[config.mk]
export PLATFORM = sky130hd
export DESIGN_NAME = tri_lane_outbuf
export DESIGN_NICKNAME = d
export VERILOG_FILES = /design/src/rtl/tob_pkg.sv /design/src/rtl/tob_marker.sv /design/src/rtl/tob_fifo.sv /design/src/rtl/tri_lane_outbuf.sv
export SDC_FILE = /design/constraint.sdc
export NUM_CORES = 2
export LEC_CHECK = 0
export BUFFER_PORTS_ARGS = -buffer_cell sky130_fd_sc_hd__buf_2
export CAP_MARGIN = 0
export CORE_MARGIN = 2
export CORE_UTILIZATION = 50
export DETAILED_ROUTE_END_ITERATION = 7
export HOLD_SLACK_MARGIN = 0.1
export MAX_ROUTING_LAYER = met4
export PLACE_DENSITY_LB_ADDON = 0.1
export SYNTH_ARGS = -nofsm -noshare
export SYNTH_HDL_FRONTEND = slang
export SYNTH_HIERARCHICAL = 1
export SYNTH_SLANG_ARGS = --single-unit
[constraint.sdc]
create_clock -name clk -period 5.43 [get_ports clk]
set_input_delay 0.2715 -clock clk [delete_from_list [all_inputs] [get_ports clk]]
set_output_delay 0.2715 -clock clk [all_outputs]
set_load 0.01 [all_outputs]
[src/rtl/tob_pkg.sv]
package tob_pkg;
    localparam int LANES = 3;
endpackage

[src/rtl/tob_marker.sv]
module tob_marker #(
    parameter int EW = 8,
    parameter int BW = 11
) (
    input  logic          clk,
    input  logic          rst_n,
    input  logic          in_valid,
    input  logic          in_start,
    input  logic [BW-1:0] in_beats,
    input  logic [EW-1:0] in_exp,
    output logic          m_sop,
    output logic          m_eop,
    output logic [EW-1:0] m_exp
);
    typedef struct packed {
        logic [BW-1:0] rem;
        logic [EW-1:0] exp;
    } mk_t;

    mk_t s_d, s_q;
    logic [BW-1:0] cur_rem;
    logic [EW-1:0] cur_exp;

    always_comb begin
        s_d     = s_q;
        cur_rem = in_start ? in_beats : s_q.rem;
        cur_exp = in_start ? in_exp : s_q.exp;
        m_sop   = in_valid && in_start;
        m_eop   = in_valid && (cur_rem == BW'(1));
        m_exp   = cur_exp;
        if (in_valid) begin
            s_d.exp = cur_exp;
            s_d.rem = (cur_rem != '0) ? cur_rem - BW'(1) : '0;
        end
    end

    always_ff @(posedge clk or negedge rst_n) begin
        if (!rst_n) s_q <= '0;
        else        s_q <= s_d;
    end

    // without a new start, the presented exponent does not move
    assert_exp_held_R4: assert property (@(posedge clk) disable iff (!rst_n)
        (!in_start && $past(!in_start || in_valid)) |-> m_exp == $past(m_exp));
endmodule

[src/rtl/tob_fifo.sv]
module tob_fifo #(
    parameter int W     = 32,
    parameter int DEPTH = 16,
    parameter int AW    = 4
) (
    input  logic         clk,
    input  logic         rst_n,
    input  logic         push,
    input  logic [W-1:0] din,
    input  logic         rd_ready,
    output logic         rd_valid,
    output logic [W-1:0] dout,
    output logic         err
);
    localparam logic [AW:0]   FULL_CNT = (AW+1)'(DEPTH);
    localparam logic [AW-1:0] LAST_IDX = AW'(DEPTH - 1);

    typedef struct packed {
        logic [AW-1:0] wp;
        logic [AW-1:0] rp;
        logic [AW:0]   cnt;
        logic          err;
    } fq_t;

    fq_t s_d, s_q;
    logic [W-1:0] mem [DEPTH];
    logic pop, full, acc, drop;

    initial assert (2**AW >= DEPTH && DEPTH >= 4);

    always_comb begin
        s_d      = s_q;
        rd_valid = (s_q.cnt != '0);
        full     = (s_q.cnt == FULL_CNT);
        pop      = rd_valid && rd_ready;
        acc      = push && (!full || pop);
        drop     = push && full && !pop;
        if (acc) s_d.wp = (s_q.wp == LAST_IDX) ? '0 : s_q.wp + AW'(1);
        if (pop) s_d.rp = (s_q.rp == LAST_IDX) ? '0 : s_q.rp + AW'(1);
        if (acc && !pop)      s_d.cnt = s_q.cnt + (AW+1)'(1);
        else if (pop && !acc) s_d.cnt = s_q.cnt - (AW+1)'(1);
        if (drop) s_d.err = 1'b1;
        dout = mem[s_q.rp];
        err  = s_q.err;
    end

    always_ff @(posedge clk or negedge rst_n) begin
        if (!rst_n) s_q <= '0;
        else        s_q <= s_d;
    end

    always_ff @(posedge clk) begin
        if (acc) mem[s_q.wp] <= din;
    end

    assert_cnt_bound_R7: assert property (@(posedge clk) disable iff (!rst_n)
        s_q.cnt <= FULL_CNT);
    assert_drop_keeps_R7: assert property (@(posedge clk) disable iff (!rst_n)
        drop |=> s_q.cnt == $past(s_q.cnt) && s_q.rp == $past(s_q.rp));
    assert_sticky_R7: assert property (@(posedge clk) disable iff (!rst_n)
        err |=> err);
    assert_full_pass_R8: assert property (@(posedge clk) disable iff (!rst_n)
        (push && full && rd_ready) |=> err == $past(err));
    assert_hold_R5: assert property (@(posedge clk) disable iff (!rst_n)
        (rd_valid && !rd_ready) |=> rd_valid && dout == $past(dout));
    assert_valid_R6: assert property (@(posedge clk) disable iff (!rst_n)
        acc |=> rd_valid);
endmodule

[src/rtl/tri_lane_outbuf.sv]
module tri_lane_outbuf #(
    parameter int DW        = 16,
    parameter int EW        = 8,
    parameter int DEPTH     = 16,
    parameter int AW        = 4,
    parameter int MAX_BEATS = 1080,
    parameter bit USE_BUF   = 1'b1,
    localparam int BW       = $clog2(MAX_BEATS + 1),
    localparam int LW       = tob_pkg::LANES * DW
) (
    input  logic          clk,
    input  logic          rst_n,
    input  logic          in_valid,
    input  logic          in_start,
    input  logic [BW-1:0] in_beats,
    input  logic [EW-1:0] in_exp,
    input  logic [LW-1:0] in_re,
    input  logic [LW-1:0] in_im,
    input  logic          out_ready,
    output logic          out_valid,
    output logic          out_sop,
    output logic          out_eop,
    output logic [EW-1:0] out_exp,
    output logic [LW-1:0] out_re,
    output logic [LW-1:0] out_im,
    output logic          ovf_err
);
    localparam int EWID = 2 + EW + 2 * LW;

    logic          m_sop, m_eop;
    logic [EW-1:0] m_exp;

    tob_marker #(.EW(EW), .BW(BW)) u_mark (
        .clk(clk), .rst_n(rst_n), .in_valid(in_valid), .in_start(in_start),
        .in_beats(in_beats), .in_exp(in_exp),
        .m_sop(m_sop), .m_eop(m_eop), .m_exp(m_exp)
    );

    generate
        if (USE_BUF) begin : g_buf
            logic [EWID-1:0] wr_ent, rd_ent;
            logic            pop;

            assign wr_ent = {m_sop, m_eop, m_exp, in_re, in_im};
            tob_fifo #(.W(EWID), .DEPTH(DEPTH), .AW(AW)) u_fifo (
                .clk(clk), .rst_n(rst_n), .push(in_valid), .din(wr_ent),
                .rd_ready(out_ready), .rd_valid(out_valid), .dout(rd_ent),
                .err(ovf_err)
            );
            assign {out_sop, out_eop, out_exp, out_re, out_im} = rd_ent;
            assign pop = out_valid && out_ready;

            // exponent constant between beats of one packet
            assert_pkt_exp_R4: assert property (@(posedge clk) disable iff (!rst_n)
                (pop && !out_eop && !ovf_err) |=> (!out_valid || out_exp == $past(out_exp)));
            // the beat after an end-of-packet opens a new packet
            assert_sop_after_eop_R3: assert property (@(posedge clk) disable iff (!rst_n)
                (pop && out_eop) |=> (!out_valid || out_sop || ovf_err));
        end else begin : g_byp
            logic unused_ready;
            assign unused_ready = out_ready;
            assign out_valid = in_valid;
            assign out_sop   = m_sop;
            assign out_eop   = m_eop;
            assign out_exp   = m_exp;
            assign out_re    = in_re;
            assign out_im    = in_im;
            assign ovf_err   = 1'b0;

            assert_byp_noerr_R9: assert property (@(posedge clk) disable iff (!rst_n)
                in_valid |-> !ovf_err && out_valid);
        end
    endgenerate
endmodule

* Word-level counts from Yosys, hierarchy flattened
Memories as Yosys holds them, arrays and structs flattened.
Index checks and enable logic that the tools add are counted.
** Operators by class
- $add $sub $neg :: 5
- Equal/unequal tests :: 4
- Muxes and demuxes :: 9
- Reductions and logical operators :: 15
** Operators by type and width (count)
- two-way mux 11 bit :: 2
- == test 11 x 1 -> 1 bit, second input constant :: 1
- nonzero test 11 bit :: 1
- subtractor 11 x 1 -> 11 bit, second input constant :: 1
- two-way mux 5 bit :: 2
- adder 4 x 1 -> 4 bit, second input constant :: 2
- == test 4 bit, second input constant :: 2
- logical AND 1 bit :: 8
- two-way mux 4 bit :: 2
- two-way mux 8 bit :: 1
- adder 5 x 1 -> 5 bit, second input constant :: 1
- == test 5 bit, second input constant :: 1
- nonzero test 5 bit :: 1
- subtractor 5 x 1 -> 5 bit, second input constant :: 1
- zero test 1 bit :: 3
- two-way mux 1 bit :: 2
- nonzero test 2 bit :: 1
- logical OR 1 bit :: 1
** Storage, ports and cells
- Register bits after elaboration :: 33
- Memory bits (writable) :: 1696
- Bits of input ports :: 120
- Output and inout bits :: 108
- Logic and storage cells :: 40
- Memories kept :: 1
** Memory list
- g_buf.u_fifo.mem :: depth 16, bits a word 106, rd ports 1, clocked after Yosys merged registers in 0, wr ports 1, RTL line tob_fifo.sv:26 : logic [W-1:0] mem [DEPTH];

* Depth between registers and ports, before layout
- Word-level depth :: 8
- Mapped depth :: 12
- Depth with buffers taken out :: 11

* By module
Netlist, hierarchy kept.
** By module, submodules not included
- tob_fifo :: times used 1, cells each 3136, area an instance 65579.1 µm², sequential area each 51279.2 µm²
- tob_marker :: times used 1, cells each 144, area an instance 1388.8 µm², sequential area each 475.5 µm²

* Least setup slack after synthesis
OpenSTA, ideal clock, no wires.
- Path kind :: register to register
- Start :: register g_buf.u_fifo/s_q[1] in the netlist's numbering
- End :: memory g_buf.u_fifo/mem[7][0] in the netlist's numbering (enable)
- Library setup time :: 0.478 ns
- Arrival time :: 3.505 ns
- Required time :: 4.952 ns
- Setup slack :: 1.447 ns
- Stages on the path, launching flop included :: 7
- Buffers on the path :: 1
- Clock period less this slack :: 3.983 ns
- Cells stage by stage :: dfrtp_1 > nor4_1 > nand3b_1 > nand2_1 > inv_1 > clkbuf_1 > and3_1
** Between the ends
- Cells in the longest elaborated chain, start to end :: 6
- Elaborated cells on any way between the ends :: 8
- Classes of those cells :: 1 x eq/ne; 2 x mux; 5 x reduce/logical
** RTL lines
- start, declared :: RTL line tob_fifo.sv:25 : fq_t s_d, s_q;
- start signal, assigned :: RTL line tob_fifo.sv:48 : if (!rst_n) s_q <= '0;
- start signal, assigned :: RTL line tob_fifo.sv:49 : else s_q <= s_d;
- == test 5 bit / nonzero test 5 bit (equally long branches) :: RTL line tob_fifo.sv:34, tob_fifo.sv:33
- zero test 1 bit / logical AND 1 bit (equally long branches) :: RTL line tob_fifo.sv:36, tob_fifo.sv:35
- logical OR 1 bit (*) :: RTL line tob_fifo.sv:36 : acc = push && (!full || pop);
- logical AND 1 bit (*) :: RTL line tob_fifo.sv:36
- net g_buf.u_fifo.acc :: RTL line tob_fifo.sv:27 : logic pop, full, acc, drop;
- two-way mux 1 bit (*) :: RTL line tob_fifo.sv:53 : if (acc) mem[s_q.wp] <= din;
- two-way mux 1 bit (implied by the code) (*) :: RTL line tob_fifo.sv:53
- end, declared :: RTL line tob_fifo.sv:26
The timed path passes the listed nets; every way through them passes the cells marked *.

* Final worst setup path
- Start :: register g_buf.u_fifo/s_q[6] in the netlist's numbering
- End :: output out_im[12]
** Between the ends
- Cells in the longest elaborated chain, start to end :: 1
** RTL lines
- memory (16 x 106 bit)
- end, declared :: RTL line tri_lane_outbuf.sv:25 : output logic [LW-1:0] out_im,
No other way between the ends.

==> impl_metrics.env <==
export IMPL_synth_main_ff_cell="sky130_fd_sc_hd__edfxtp_1"
export IMPL_place_worst_setup_slack_ns=1.71
export IMPL_drtPass1Iterations=5
export IMPL_remaining_drc_errors=0
export IMPL_register_area_share_after_synthesis_pct=77.3
export IMPL_totalWireLength_microns=160000
export IMPL_report_final_slew_viol_count=0
export IMPL_postSynthCellCount=3280
export IMPL_hold_violations=0
export IMPL_worst_slew_pin_slew_ns=1.12
export IMPL_grt_pass1_vias=35100
export IMPL_gp_routability_congestion=0.766
export IMPL_max_clock_path_buffers=3
export IMPL_pwr_density_cell_nw_per_um2=510
export IMPL_clk_pin_slew_ns=0.06
export IMPL_fraction_of_final_layout_cells_with_drive_strength_greater_than_1_pct=22.9
export IMPL_achievable_frequency_mhz=227
export IMPL_skew_ns=0.0185
export IMPL_final_net_count=3819
export IMPL_drtAntennaViolNets=0
export IMPL_post_synth_cell_area_avg_sq_um=20.4
export IMPL_global_route_usage_total_pct=24.3
export IMPL_synthTopCellsByArea="sky130_fd_sc_hd__edfxtp_1 (76%), sky130_fd_sc_hd__mux4_2 (11%), sky130_fd_sc_hd__mux2i_1 (3.2%)"
export IMPL_post_cts_setup_buffers=0
export IMPL_num_vias=33700
export IMPL_cp_slowest_stage_delay_ns=1.05
export IMPL_cp_num_buf_inv=2
export IMPL_timing_max_slew_rel_slack_pct=25.6
export IMPL_placeableCoreArea_sq_um=133000
export IMPL_crit_path_max_fanout=56
export IMPL_effective_utilization_at_floorplan_pct=50.3
export IMPL_clk_latency_ns=0.80
export IMPL_synth_warning_count=6
export IMPL_cts_tree="done"
export IMPL_totalPowerFinal_mw=39.1
export IMPL_cts_num_sinks=1729
export IMPL_fp_dieArea_sq_um=137000
export IMPL_timing_final_crit_period_ns=4.40
export IMPL_timing_reg2reg_worst_path_depth=8
export IMPL_synth_cell_types=58
export IMPL_timing_critical_path_to_type="output pin"
export IMPL_syn2layout_area_growth_pct=14.5
export IMPL_chipHeight_microns=370
export IMPL_top_level_ports=228
export IMPL_timing_hold_ws_ns=0.130
export IMPL_synth_seq_cells=1729
export IMPL_crit_chain="and2_4, buf_12, a221oi_1, o21ai_0, nand3_1, buf_2"
export IMPL_synth_largest_area_cell="sky130_fd_sc_hd__edfxtp_1"
export IMPL_worstPathRequired_ns=5.16
export IMPL_final_util_pct=57.6
export IMPL_cts_inserted_buffers=176
export IMPL_fillerInstances=9881
export IMPL_clock_tree_root_cell="sky130_fd_sc_hd__clkbuf_16"
export IMPL_setup_violations_final=0
export IMPL_hold_class="input port to asynchronous set/reset pin"
export IMPL_worst_ep_arrival_time_ns=4.13
export IMPL_globalRouteOverflowTotal=0
export IMPL_r2r_end="u_mark/s_q[17]"
export IMPL_result_of_the_run="finished, final reports clean"
export IMPL_netlist_area_sq_um=67000
export IMPL_irDropWorstVdd_uv=443
export IMPL_rows=134
export IMPL_synthesis_nets=3414
export IMPL_timing_final_ws_setup_ns=1.03
export IMPL_number_of_h_tree_levels=4
export IMPL_synth_enable_flop_cells=1696
export IMPL_grt_pass1_wl_microns=236000
export IMPL_rr_startpoint="u_mark/s_q[10]"
export IMPL_synth_async_reset_ratio_pct=1.91
export IMPL_die_width_microns=370
export IMPL_max_cap_violations=0
export IMPL_timing_worst_setup_path_type="register to output pin"
export IMPL_critPathTopFamily="simple AND/OR/NAND/NOR gates"
export IMPL_final_period_utilization_pct=81.0
export IMPL_wl_per_cell_microns=28.5
export IMPL_most_common_library_cell_in_the_layout_ignoring_fill_and_taps="sky130_fd_sc_hd__edfxtp_1"
export IMPL_antenna_found_initial=9
export IMPL_port_buffer_count=227
export IMPL_layout_cells_most_common_list="sky130_fd_sc_hd__edfxtp_1 (1696), sky130_fd_sc_hd__mux4_2 (318), sky130_fd_sc_hd__nand2_1 (231)"
export IMPL_worst_setup_path_start_kind="register"
export IMPL_reg2reg_setup_slack_ns=1.53
export IMPL_fin_tns_setup_ns=0
export IMPL_setup_repair_after_global_routing_missed_its_margin="false"
export IMPL_p_leak_nw=25.1
export IMPL_detailed_route_iter0_violations=3429
export IMPL_slowest_stage="sky130_fd_sc_hd__dfrtp_4"
export IMPL_post_dp_hpwl_microns=79400
export IMPL_largest_net_degree_at_the_start_of_global_routing=104
export IMPL_vias_per_cell=6.02
export IMPL_post_synth_top_area_share_pct=76.0
-- registers in the layout, summed over array words and instances (netlist names) --
register,cells
u_mark/s_q,19
g_buf.u_fifo/s_q,13
g_buf.u_fifo/err,1
g_buf.u_fifo/mem,1696
-- synthesized netlist by cell type (2+ instances only) --
| cell type | number |
|---|---|
| sky130_fd_sc_hd__dfrtp_1 | 33 |
| sky130_fd_sc_hd__nor4b_1 | 2 |
| sky130_fd_sc_hd__a221oi_1 | 107 |
| sky130_fd_sc_hd__mux4_2 | 318 |
| sky130_fd_sc_hd__a211oi_1 | 3 |
| sky130_fd_sc_hd__o21ai_0 | 71 |
| sky130_fd_sc_hd__ha_1 | 13 |
| sky130_fd_sc_hd__clkbuf_4 | 2 |
| sky130_fd_sc_hd__clkbuf_1 | 80 |
| sky130_fd_sc_hd__a21oi_1 | 5 |
| sky130_fd_sc_hd__nor2b_1 | 3 |
| sky130_fd_sc_hd__and2_1 | 116 |
| sky130_fd_sc_hd__nand2_1 | 231 |
| sky130_fd_sc_hd__nand3_1 | 111 |
| sky130_fd_sc_hd__o211a_1 | 2 |
| sky130_fd_sc_hd__nand2b_1 | 5 |
| sky130_fd_sc_hd__mux2_2 | 18 |
| sky130_fd_sc_hd__a21o_1 | 3 |
| sky130_fd_sc_hd__and3_1 | 9 |
| sky130_fd_sc_hd__edfxtp_1 | 1696 |
| sky130_fd_sc_hd__nor2_1 | 11 |
| sky130_fd_sc_hd__nor4_1 | 3 |
| sky130_fd_sc_hd__nor3b_1 | 4 |
| sky130_fd_sc_hd__xnor2_1 | 6 |
| sky130_fd_sc_hd__or3_1 | 4 |
| sky130_fd_sc_hd__buf_6 | 33 |
| sky130_fd_sc_hd__xor2_1 | 6 |
| sky130_fd_sc_hd__nor3_1 | 10 |
| sky130_fd_sc_hd__o22ai_1 | 7 |
| sky130_fd_sc_hd__buf_4 | 12 |
| sky130_fd_sc_hd__a22oi_1 | 3 |
| sky130_fd_sc_hd__buf_2 | 44 |
| sky130_fd_sc_hd__inv_1 | 21 |
| sky130_fd_sc_hd__o221ai_1 | 2 |
| sky130_fd_sc_hd__buf_1 | 5 |
| sky130_fd_sc_hd__mux2i_1 | 216 |
| sky130_fd_sc_hd__o21ai_1 | 44 |
-- worst register-to-register path, stage by stage, from the launching register on --
cell and delay, ns:
sky130_fd_sc_hd__dfrtp_1 0.41, sky130_fd_sc_hd__or4_4 0.55, sky130_fd_sc_hd__a222oi_1 0.74, sky130_fd_sc_hd__a22oi_1 0.20, sky130_fd_sc_hd__dlygate4sd3_1 0.59, sky130_fd_sc_hd__nor2_1 0.09, sky130_fd_sc_hd__dlygate4sd3_1 0.55, sky130_fd_sc_hd__o22ai_1 0.06
sky130_fd_sc_hd__dlygate4sd3_1 0.60
-- routing by layer --
layer	GRT usage (%)	vias up	wire, microns
li1	-	14300	-
met1	33.4	18100	68600
met2	39.2	1077	79600
met3	3.42	221	8530
met4	5.50	0	2840
met5	-	-	0
-- report_power, final --
group | internal (mW) | total [mW] | switching [mW]
sequential | 15.9 | 16.4 | 0.490
clock | 6.40 | 11.2 | 4.85
combinational | 4.56 | 11.4 | 6.87
total | 26.9 | 39.1 | 12.2
-- cell type report --
cell class                 count  area (sq um)  area share (%)
timing repair buffer         403          3090            4.02
multi-input combinational   1354         14200            18.5
clock inverter                96           686           0.894
antenna                        5          12.5          0.0163
sequential                  1729         51800            67.5
clock buffer                 217          4620            6.03
inverter                      21          83.8           0.109
tap                         1768          2210            2.88
-- kinds of logic after synthesis --
| group | Yosys count | share of synthesized area [%] |
|---|---|---|
| flip-flops | 1729 | 77.3 |
| XOR/XNOR | 12 | 0.157 |
| AND/OR/NAND/NOR | 517 | 3.75 |
| adder cells (fa/ha/maj) | 14 | 0.273 |
| AO/OA/AOI/OAI | 259 | 2.68 |
| multiplexers | 552 | 14.2 |
| buffers and inverters | 197 | 1.63 |
-- through the flow --
step | instances | cell area (sq um)
after global placement | 5149 | 70100
after CTS | 5588 | 76700
final | 5593 | 76700
after floorplan | 3280 | 67000
after detailed placement | 5149 | 70100
after global routing | 5592 | 76700
-- worst max path at each step --
stage	start	end	slack (ns)	depth (start not counted)
3_3_place_gp	g_buf.u_fifo/s_q[6]	out_im[12]	1.74	6
3_5_place_dp	g_buf.u_fifo/s_q[6]	out_im[39]	1.71	6
2_1_floorplan	g_buf.u_fifo/s_q[1]	g_buf.u_fifo/mem[7][0]	1.45	6
4_1_cts	g_buf.u_fifo/s_q[6]	out_im[39]	0.86	6
5_1_grt	g_buf.u_fifo/s_q[6]	out_im[39]	0.68	6
6_report	g_buf.u_fifo/s_q[6]	out_im[12]	1.03	6
-- repair_timing --
item,in CTS,in global routing
resized for setup,0,0
endpoints found under the hold margin,1705,0
hold buffers,126,0
Power figures use the tool's default switching activity.
